--- src/rtl/wdog_pkg.sv ---
package wdog_pkg;
  // Byte offsets of the register words
  localparam logic [11:0] OFS_LOAD   = 12'h000;
  localparam logic [11:0] OFS_VALUE  = 12'h004;
  localparam logic [11:0] OFS_CTRL   = 12'h008;
  localparam logic [11:0] OFS_ICLR   = 12'h00C;
  localparam logic [11:0] OFS_RAW    = 12'h010;
  localparam logic [11:0] OFS_MASKED = 12'h014;
  localparam logic [11:0] OFS_LOCK   = 12'hC00;

  localparam logic [31:0] UNLOCK_KEY = 32'h1ACCE551;

  localparam int IE_BIT = 0;
  localparam int RE_BIT = 1;

  typedef struct packed {
    logic load;   // accepted load write
    logic iclr;   // accepted interrupt clear write
    logic ctrl;   // accepted control write
  } wr_strobe_t;
endpackage

--- src/rtl/wdog_regif.sv ---
module wdog_regif #(
  parameter int ADDR_W = 12,
  parameter int DATA_W = 32
) (
  input  logic                     clk,
  input  logic                     rst,
  input  logic [ADDR_W-1:0]        addr,
  input  logic [DATA_W-1:0]        wdata,
  input  logic                     wr_en,
  input  logic                     rd_en,
  input  logic [DATA_W-1:0]        load_val,
  input  logic [DATA_W-1:0]        cur_val,
  input  logic                     raw_irq,
  output wdog_pkg::wr_strobe_t     stb,
  output logic [1:0]               ctrl,
  output logic                     locked,
  output logic [DATA_W-1:0]        rdata
);
  import wdog_pkg::*;

  localparam logic [ADDR_W-1:0] A_LOAD   = ADDR_W'(OFS_LOAD);
  localparam logic [ADDR_W-1:0] A_VALUE  = ADDR_W'(OFS_VALUE);
  localparam logic [ADDR_W-1:0] A_CTRL   = ADDR_W'(OFS_CTRL);
  localparam logic [ADDR_W-1:0] A_ICLR   = ADDR_W'(OFS_ICLR);
  localparam logic [ADDR_W-1:0] A_RAW    = ADDR_W'(OFS_RAW);
  localparam logic [ADDR_W-1:0] A_MASKED = ADDR_W'(OFS_MASKED);
  localparam logic [ADDR_W-1:0] A_LOCK   = ADDR_W'(OFS_LOCK);
  localparam logic [DATA_W-1:0] KEY      = DATA_W'(UNLOCK_KEY);

  logic              locked_q;
  logic [1:0]        ctrl_q;
  logic [DATA_W-1:0] rdata_q;
  logic [DATA_W-1:0] rd_mux;
  logic              open_wr;
  logic              lock_wr;

  assign open_wr  = wr_en && !locked_q;
  assign lock_wr  = wr_en && (addr == A_LOCK);
  assign stb.load = open_wr && (addr == A_LOAD);
  assign stb.iclr = open_wr && (addr == A_ICLR);
  assign stb.ctrl = open_wr && (addr == A_CTRL);

  always_ff @(posedge clk) begin
    if (rst) begin
      locked_q <= 1'b0;
      ctrl_q   <= 2'b00;
    end else begin
      if (lock_wr)
        locked_q <= (wdata != KEY);
      if (stb.ctrl)
        ctrl_q <= wdata[1:0];
    end
  end

  always_comb begin
    rd_mux = '0;
    case (addr)
      A_LOAD:   rd_mux = load_val;
      A_VALUE:  rd_mux = cur_val;
      A_CTRL:   rd_mux = {{(DATA_W-2){1'b0}}, ctrl_q};
      A_RAW:    rd_mux = {{(DATA_W-1){1'b0}}, raw_irq};
      A_MASKED: rd_mux = {{(DATA_W-1){1'b0}}, raw_irq & ctrl_q[IE_BIT]};
      A_LOCK:   rd_mux = {{(DATA_W-1){1'b0}}, locked_q};
      default:  rd_mux = '0;
    endcase
  end

  always_ff @(posedge clk) begin
    if (rst) rdata_q <= '0;
    else     rdata_q <= rd_en ? rd_mux : '0;
  end

  assign ctrl   = ctrl_q;
  assign locked = locked_q;
  assign rdata  = rdata_q;


  lock_key_chk: assert property (@(posedge clk) disable iff (rst)
    lock_wr |=> (locked_q == ($past(wdata) != KEY)));


  rdata_idle_chk: assert property (@(posedge clk) disable iff (rst)
    !rd_en |=> (rdata_q == '0));
endmodule

--- src/rtl/wdog_count.sv ---
module wdog_count #(
  parameter int DATA_W = 32
) (
  input  logic              clk,
  input  logic              rst,
  input  logic              ld_stb,
  input  logic              clr_stb,
  input  logic              rst_drop,
  input  logic [DATA_W-1:0] wdata,
  input  logic              ie,
  input  logic              re,
  output logic [DATA_W-1:0] load_val,
  output logic [DATA_W-1:0] cur_val,
  output logic              raw_irq,
  output logic              rst_req
);
  localparam logic [DATA_W-1:0] ALL_ONES = '1;
  localparam logic [DATA_W-1:0] ONE      = DATA_W'(1);

  logic [DATA_W-1:0] load_q;
  logic [DATA_W-1:0] value_q;
  logic              raw_q;
  logic              rst_q;
  logic              at_zero;
  logic              expire;

  assign at_zero = (value_q == '0);
  assign expire  = ie && at_zero && !ld_stb && !clr_stb;

  always_ff @(posedge clk) begin
    if (rst) begin
      load_q  <= ALL_ONES;
      value_q <= ALL_ONES;
    end else if (ld_stb) begin
      load_q  <= wdata;
      value_q <= wdata;
    end else if (clr_stb || expire) begin
      value_q <= load_q;
    end else if (ie) begin
      value_q <= value_q - ONE;
    end
  end

  always_ff @(posedge clk) begin
    if (rst)                  raw_q <= 1'b0;
    else if (clr_stb)         raw_q <= 1'b0;
    else if (expire)          raw_q <= 1'b1;
  end

  always_ff @(posedge clk) begin
    if (rst)                          rst_q <= 1'b0;
    else if (rst_drop)                rst_q <= 1'b0;
    else if (expire && raw_q && re)   rst_q <= 1'b1;
  end

  assign load_val = load_q;
  assign cur_val  = value_q;
  assign raw_irq  = raw_q;
  assign rst_req  = rst_q;


  load_reload_chk: assert property (@(posedge clk) disable iff (rst)
    ld_stb |=> (value_q == $past(wdata) && load_q == $past(wdata)));


  clear_reload_chk: assert property (@(posedge clk) disable iff (rst)
    clr_stb |=> (!raw_q && value_q == $past(load_q)));


  hold_chk: assert property (@(posedge clk) disable iff (rst)
    (!ie && !ld_stb && !clr_stb) |=> $stable(value_q));


  escalate_chk: assert property (@(posedge clk) disable iff (rst)
    $rose(rst_q) |-> ($past(raw_q) && $past(re)));
endmodule

--- src/rtl/wdog_timer.sv ---
module wdog_timer #(
  parameter int ADDR_W = 12,
  parameter int DATA_W = 32
) (
  input  logic              clk,
  input  logic              rst,
  input  logic [ADDR_W-1:0] addr,
  input  logic [DATA_W-1:0] wdata,
  input  logic              wr_en,
  input  logic              rd_en,
  output logic [DATA_W-1:0] rdata,
  output logic              irq_o,
  output logic              rst_req_o
);
  import wdog_pkg::*;

  localparam logic [ADDR_W-1:0] A_LOAD = ADDR_W'(OFS_LOAD);

  wr_strobe_t        stb;
  logic [1:0]        ctrl;
  logic              locked;
  logic [DATA_W-1:0] load_val;
  logic [DATA_W-1:0] cur_val;
  logic              raw_irq;
  logic              rst_req;
  logic              rst_drop;

  assign rst_drop = stb.ctrl && !wdata[RE_BIT];

  wdog_regif #(.ADDR_W(ADDR_W), .DATA_W(DATA_W)) u_regif (
    .clk      (clk),
    .rst      (rst),
    .addr     (addr),
    .wdata    (wdata),
    .wr_en    (wr_en),
    .rd_en    (rd_en),
    .load_val (load_val),
    .cur_val  (cur_val),
    .raw_irq  (raw_irq),
    .stb      (stb),
    .ctrl     (ctrl),
    .locked   (locked),
    .rdata    (rdata)
  );

  wdog_count #(.DATA_W(DATA_W)) u_count (
    .clk      (clk),
    .rst      (rst),
    .ld_stb   (stb.load),
    .clr_stb  (stb.iclr),
    .rst_drop (rst_drop),
    .wdata    (wdata),
    .ie       (ctrl[IE_BIT]),
    .re       (ctrl[RE_BIT]),
    .load_val (load_val),
    .cur_val  (cur_val),
    .raw_irq  (raw_irq),
    .rst_req  (rst_req)
  );

  assign irq_o     = raw_irq & ctrl[IE_BIT];
  assign rst_req_o = rst_req;


  locked_load_chk: assert property (@(posedge clk) disable iff (rst)
    (locked && wr_en && addr == A_LOAD) |=> $stable(load_val));


  ctrl_off_chk: assert property (@(posedge clk) disable iff (rst)
    (ctrl == 2'b00) |-> !rst_req_o);
endmodule

--- config.mk ---
export PLATFORM = sky130hd
export DESIGN_NAME = wdog_timer
export DESIGN_NICKNAME = d
export VERILOG_FILES = /design/src/rtl/wdog_pkg.sv /design/src/rtl/wdog_regif.sv /design/src/rtl/wdog_count.sv /design/src/rtl/wdog_timer.sv
export SDC_FILE = /design/constraint.sdc
export NUM_CORES = 1
export LEC_CHECK = 0
export ABC_CLOCK_PERIOD_IN_PS = 3200
export BUFFER_PORTS_ARGS = -buffer_cell sky130_fd_sc_hd__buf_2
export CAP_MARGIN = 25
export CORE_MARGIN = 2
export CORE_UTILIZATION = 52
export CTS_BUF_LIST = sky130_fd_sc_hd__clkbuf_4 sky130_fd_sc_hd__clkbuf_8
export CTS_CLUSTER_DIAMETER = 200
export DETAILED_ROUTE_END_ITERATION = 10
export PLACE_DENSITY = 0.85
export SYNTH_ARGS = -nofsm -noshare
export SYNTH_HDL_FRONTEND = slang
export SYNTH_SLANG_ARGS = --single-unit
--- constraint.sdc ---
create_clock -name clk -period 3.2 [get_ports clk]
set_input_delay 0.48 -clock clk [delete_from_list [all_inputs] [get_ports clk]]
set_output_delay 0.48 -clock clk [all_outputs]
set_load 0.05 [all_outputs]
Yosys cells after proc, flatten, opt, wreduce, memory -nomap -nowiden
Index checks and enable logic that the tools add are counted.
Operators by class
  reductions and logical operators: 22
  bitwise gates (word level): 2
  add/subtract/negate cells: 1
  equal/unequal tests: 7
  muxes and demuxes: 4
Operators by type and width (count)
  $pmux 32 s6: 1
  $mux 32: 3
  $logic_not 32->1: 1
  $ne 32x29->1 const B: 1
  $sub 32x1->32 const B: 1
  $eq 12x4->1 const B: 2
  $eq 12x5->1 const B: 2
  $eq 12x12->1 const B: 1
  $eq 12x3->1 const B: 1
  $logic_not 12->1: 1
  $logic_and 1x1->1: 11
  $reduce_or 2->1: 3
  $logic_not 1->1: 4
  $reduce_bool 3->1: 1
  $and 1x1->1: 1
  $logic_or 1x1->1: 1
  $not 1->1: 1
Storage, ports and cells
  bits in registers: 101
  output and inout bits: 34

Longest topological paths before layout
  depth after elaboration: 9
  gate-level depth with buffers: 9

Modules after synthesis
Synthesis repeated with hierarchy kept, for this count alone.
Unflattened totals
  cells, all modules: 630
  area total of the unflattened synthesis: 5278.8 um2
By module, submodules not included
  wdog_count: cells each 472, instances 1, area an instance 3713.6 um2, sequential area each 1321.3 um2
  wdog_regif: cells each 156, instances 1, area an instance 1545.2 um2, sequential area each 700.7 um2
  wdog_timer: cells each 2, instances 1, area an instance 20.0 um2, sequential area each 0.0 um2

Least setup slack after synthesis
Ideal clock, no wire load.
  path kind: input-to-reg
  from: input addr[3]
  to: register u_regif.rdata_q[10] (netlist: u_regif.rdata[10])
  stages: 8
  slack: 0.661 ns
  data arrival time: 2.475 ns
  buffers on the path: 2
  required time: 3.136 ns
  cell sequence: or4_4 -> or3_1 -> nor4_2 -> a21oi_1 -> or3b_1 -> buf_6 -> buf_12 -> nor2_4
On the way
  word-level cells in the longest chain between the ends: 2
  elaborated cells between the ends (all ways): 7
  classes of those cells: 5 x eq/ne; 1 x mux; 1 x reduce/logical
Ends and longest elaborated chain
  start, declared: RTL line wdog_timer.sv:7  | input logic [ADDR_W-1:0] addr,
  $eq 12x12->1, or another cell as far along: RTL line wdog_regif.sv:57  | case (addr)
  $pmux 32 s6 (*): RTL line wdog_regif.sv:57
  end signal, assigned: RTL line wdog_regif.sv:70  | else rdata_q <= rd_en ? rd_mux : '0;
  end, declared: RTL line wdog_regif.sv:32  | logic [DATA_W-1:0] rdata_q;
Mark *: on every way between the ends. The rest lies on a longest branch, timed or not.
A chain may end at the register's enable or synchronous reset.

Worst setup path after layout
  from: register u_count.value_q[18] (netlist: u_count.cur_val[18])
  to: register u_count.value_q[15] (netlist: u_count.cur_val[15])
On the way
  word-level cells in the longest chain between the ends: 7
  elaborated cells between the ends (all ways): 8
  classes of those cells: 2 x mux; 6 x reduce/logical
Ends and longest elaborated chain
  start, declared: RTL line wdog_count.sv:21  | logic [DATA_W-1:0] value_q;
  start signal, assigned: RTL line wdog_count.sv:36  | value_q <= wdata;
  start signal, assigned: RTL line wdog_count.sv:38  | value_q <= load_q;
  start signal, assigned: RTL line wdog_count.sv:40  | value_q <= value_q - ONE;
  $logic_not 32->1 (*): RTL line wdog_count.sv:27  | assign at_zero = (value_q == '0);
  $logic_and 1x1->1 (*) (3 in a row): RTL line wdog_count.sv:28  | assign expire = ie && at_zero && !ld_stb && !clr_stb;
  $logic_or 1x1->1 (*): RTL line wdog_count.sv:37  | end else if (clr_stb || expire) begin
  $mux 32: RTL line wdog_count.sv:37
  $mux 32: RTL line wdog_count.sv:34  | end else if (ld_stb) begin
Marks and branches as above.

==> flow_summary.toml <==
[job]
drv_cap = 0

[clock_network]
clock_sinks = 101
cts_buffers = 9
hold_buffers = 0
clockRootBuffer = "clkbuf_8"
insertion_delay_ps = 380
cts_setup_buffers = 0
cts_resized = 0
h-tree-depth = 3
cts_tree = "done"
clk_pin_slew_worst_paths_ps = 110
cts_buffer_depth = 2

[routing]
drcViolationCount = 0
finalWirelength_um = 15200
first_pass_iters = 5
dr_total_vias = 5180
vias_per_cell = 6.28
drt_iter0_drc = 345
wl_per_cell_um = 18.4
ant_nets = 0

[die]
fp.dieW_um = 105
row_count = 36
io_pins = 82
die_y_um = 105
core_sq_um = 9770
die-area_sq_um = 10900
start_util_pct = 53.7

[finish]
insertedDiodeCount = 0
drive_above_1_share_pct = 24.1
nets = 736
syn_to_final_growth_pct = 14.8
final_util_pct = 61.7
fill_cells = 855

[timing]
finalSetupTns_ps = 0
skew_ps = 13.8
finalMaxSlewViolations = 0
tightestPinTransition_ps = 688
fin_crit_sh_pct = 87.5
relSlewSlack_pct = 53.8
setup_violations = 0
report.final.hold_viol_count = 0
hold_ws_ps = 315
rsz0062_at_grt = "false"
fin_crit_ps = 2800
max_freq_mhz = 357

[synthesis]
syn_inst = 613
synth_largest_area_cell = "dfxtp_1"
synthDistinctLibCells = 65
synth_top_area_share_pct = 38.5
yosysWarnings = 0
syn_area_sq_um = 5250
synthesis.nets = 662
ys_top_cells_by_area = "dfxtp_1 (38%), nor2_4 (6.4%), nand2_1 (6.0%)"
yosysSeqAreaShare_pct = 38.5
synth_area_per_cell_sq_um = 8.57
async_flop_share_pct = 0
synth-edff-count = 0
ys_ff_latch = 101
dominantRegCellSynth = "dfxtp_1"

[grt]
grt_max_degree = 36
antenna_found_initial = 0
grt_pass1_wl_um = 24500
grtUsageTotal_pct = 27.9
grt.overflow.total = 0
grt_pass1_vias = 4830

[placement]
finalWeightedCongestion = 0.933
numPortBuffers = 81
hpwl_um = 10600

[pwr]
p_leak_nw = 2.12
powerDensity_nw_per_um2 = 380
vdd_drop_max_v = 0.000294

[critical_path]
r2r_start = "u_count.cur_val[18]"
critPathMaxFanout = 10
cp-startpoint = "u_count.cur_val[18]"
crit_required_ps = 3500
start_kind = "flip-flop"
critPathCaptureType = "flip-flop"
critPathKind = "flip-flop to flip-flop"
cp.arrival_ps = 3100

[run_status]
status = "complete, no violations"

[worst_hold_path]
min_path_type = "input port to flip-flop"
worstHoldStart = "wdata[4]"
==> Yosys cell counts, drive strengths merged, types with 9 or more instances <==
cell type / count
nor4: 16
nand3b: 9
a22oi: 31
clkbuf: 30
nor2: 69
or4: 13
o21ai: 26
nand3: 10
buf: 11
mux2i: 11
nand2: 84
nor3: 22
a21oi: 36
dfxtp: 101
xnor2: 10
nand4: 11
==> kinds of logic (layout without fill, tap and decap cells) <==
group,Yosys count,count (layout),synth area share [%]
simple gates,273,273,31.2
buf+inv,49,128,4.81
mux,11,11,2.10
flops,101,101,38.5
xor+xnor,18,18,3.00
fa+ha+maj,1,1,0.238
compound gates,160,160,20.2
==> critical path, stage by stage, from the launching register on <==
cell and delay (ps):
dfxtp_1 400, nor4_1 560, nand3_1 300, or4_1 730, nand2_1 410, o22ai_1 140
o21ai_0 180
==> per-layer routing <==
metal | vias up | share of wire (%) | track usage [%]
met2 | 295 | 47 | 45.6
met5 | - | 0 | 0
met1 | 2447 | 41 | 36.1
met4 | 0 | 3.0 | 12.5
li1 | 2395 | - | -
met3 | 43 | 8.9 | 4.70
==> layout by cell type (no fill, tap or decap), types with 20 or more instances in the layout <==
cell	count
a21oi_1	36
a22oi_1	31
buf_2	81
buf_4	23
dfxtp_1	101
nand2_1	84
nor2_1	38
nor2_4	30
nor3_1	22
o21ai_0	20
==> final cells by class <==
cell class                      instances  area, sq um  share of cell area (%)
Timing Repair Buffer                  104          578                    9.59
Multi-Input combinational cell        463         3000                    49.8
Sequential cell                       101         2020                    33.5
Inverter                                8         30.0                   0.498
Clock inverter                          7          106                    1.76
Clock buffer                            9          124                    2.05
Tap cell                              133          166                    2.76
==> final timing paths <==
path,cells past startpoint,slack [ps],to
worst min-delay path,3,320,u_count.load_val[4]
worst max register to register,6,400,u_count.cur_val[15]
worst max-delay path,6,400,u_count.cur_val[15]
worst min register to register,2,470,u_count.load_val[31]
==> state kept, by name, indices dropped and copies added (netlist names) <==
| name | cells |
|---|---|
| u_regif.rdata | 32 |
| u_regif.ctrl | 2 |
| u_regif.locked | 1 |
| u_count.load_val | 32 |
| u_count.raw_irq | 1 |
| u_count.rst_req | 1 |
| u_count.cur_val | 32 |
==> through the flow <==
stage	cell area, sq um	instances	total power [mW]	setup WS, ps
floorplan	5250	613	1.33	661
global placement	5800	809	1.38	411
detailed placement	5800	809	1.38	309
CTS	6030	825	2.30	439
global route	6030	825	2.36	217
finish	6030	825	2.29	400
==> power breakdown <==
| part | internal [mW] | switching, mW |
|---|---|---|
| clock network | 0.454 | 0.479 |
| logic | 0.0385 | 0.0578 |
| registers | 1.26 | 0.00286 |
Power figures use the tool's default switching activity.
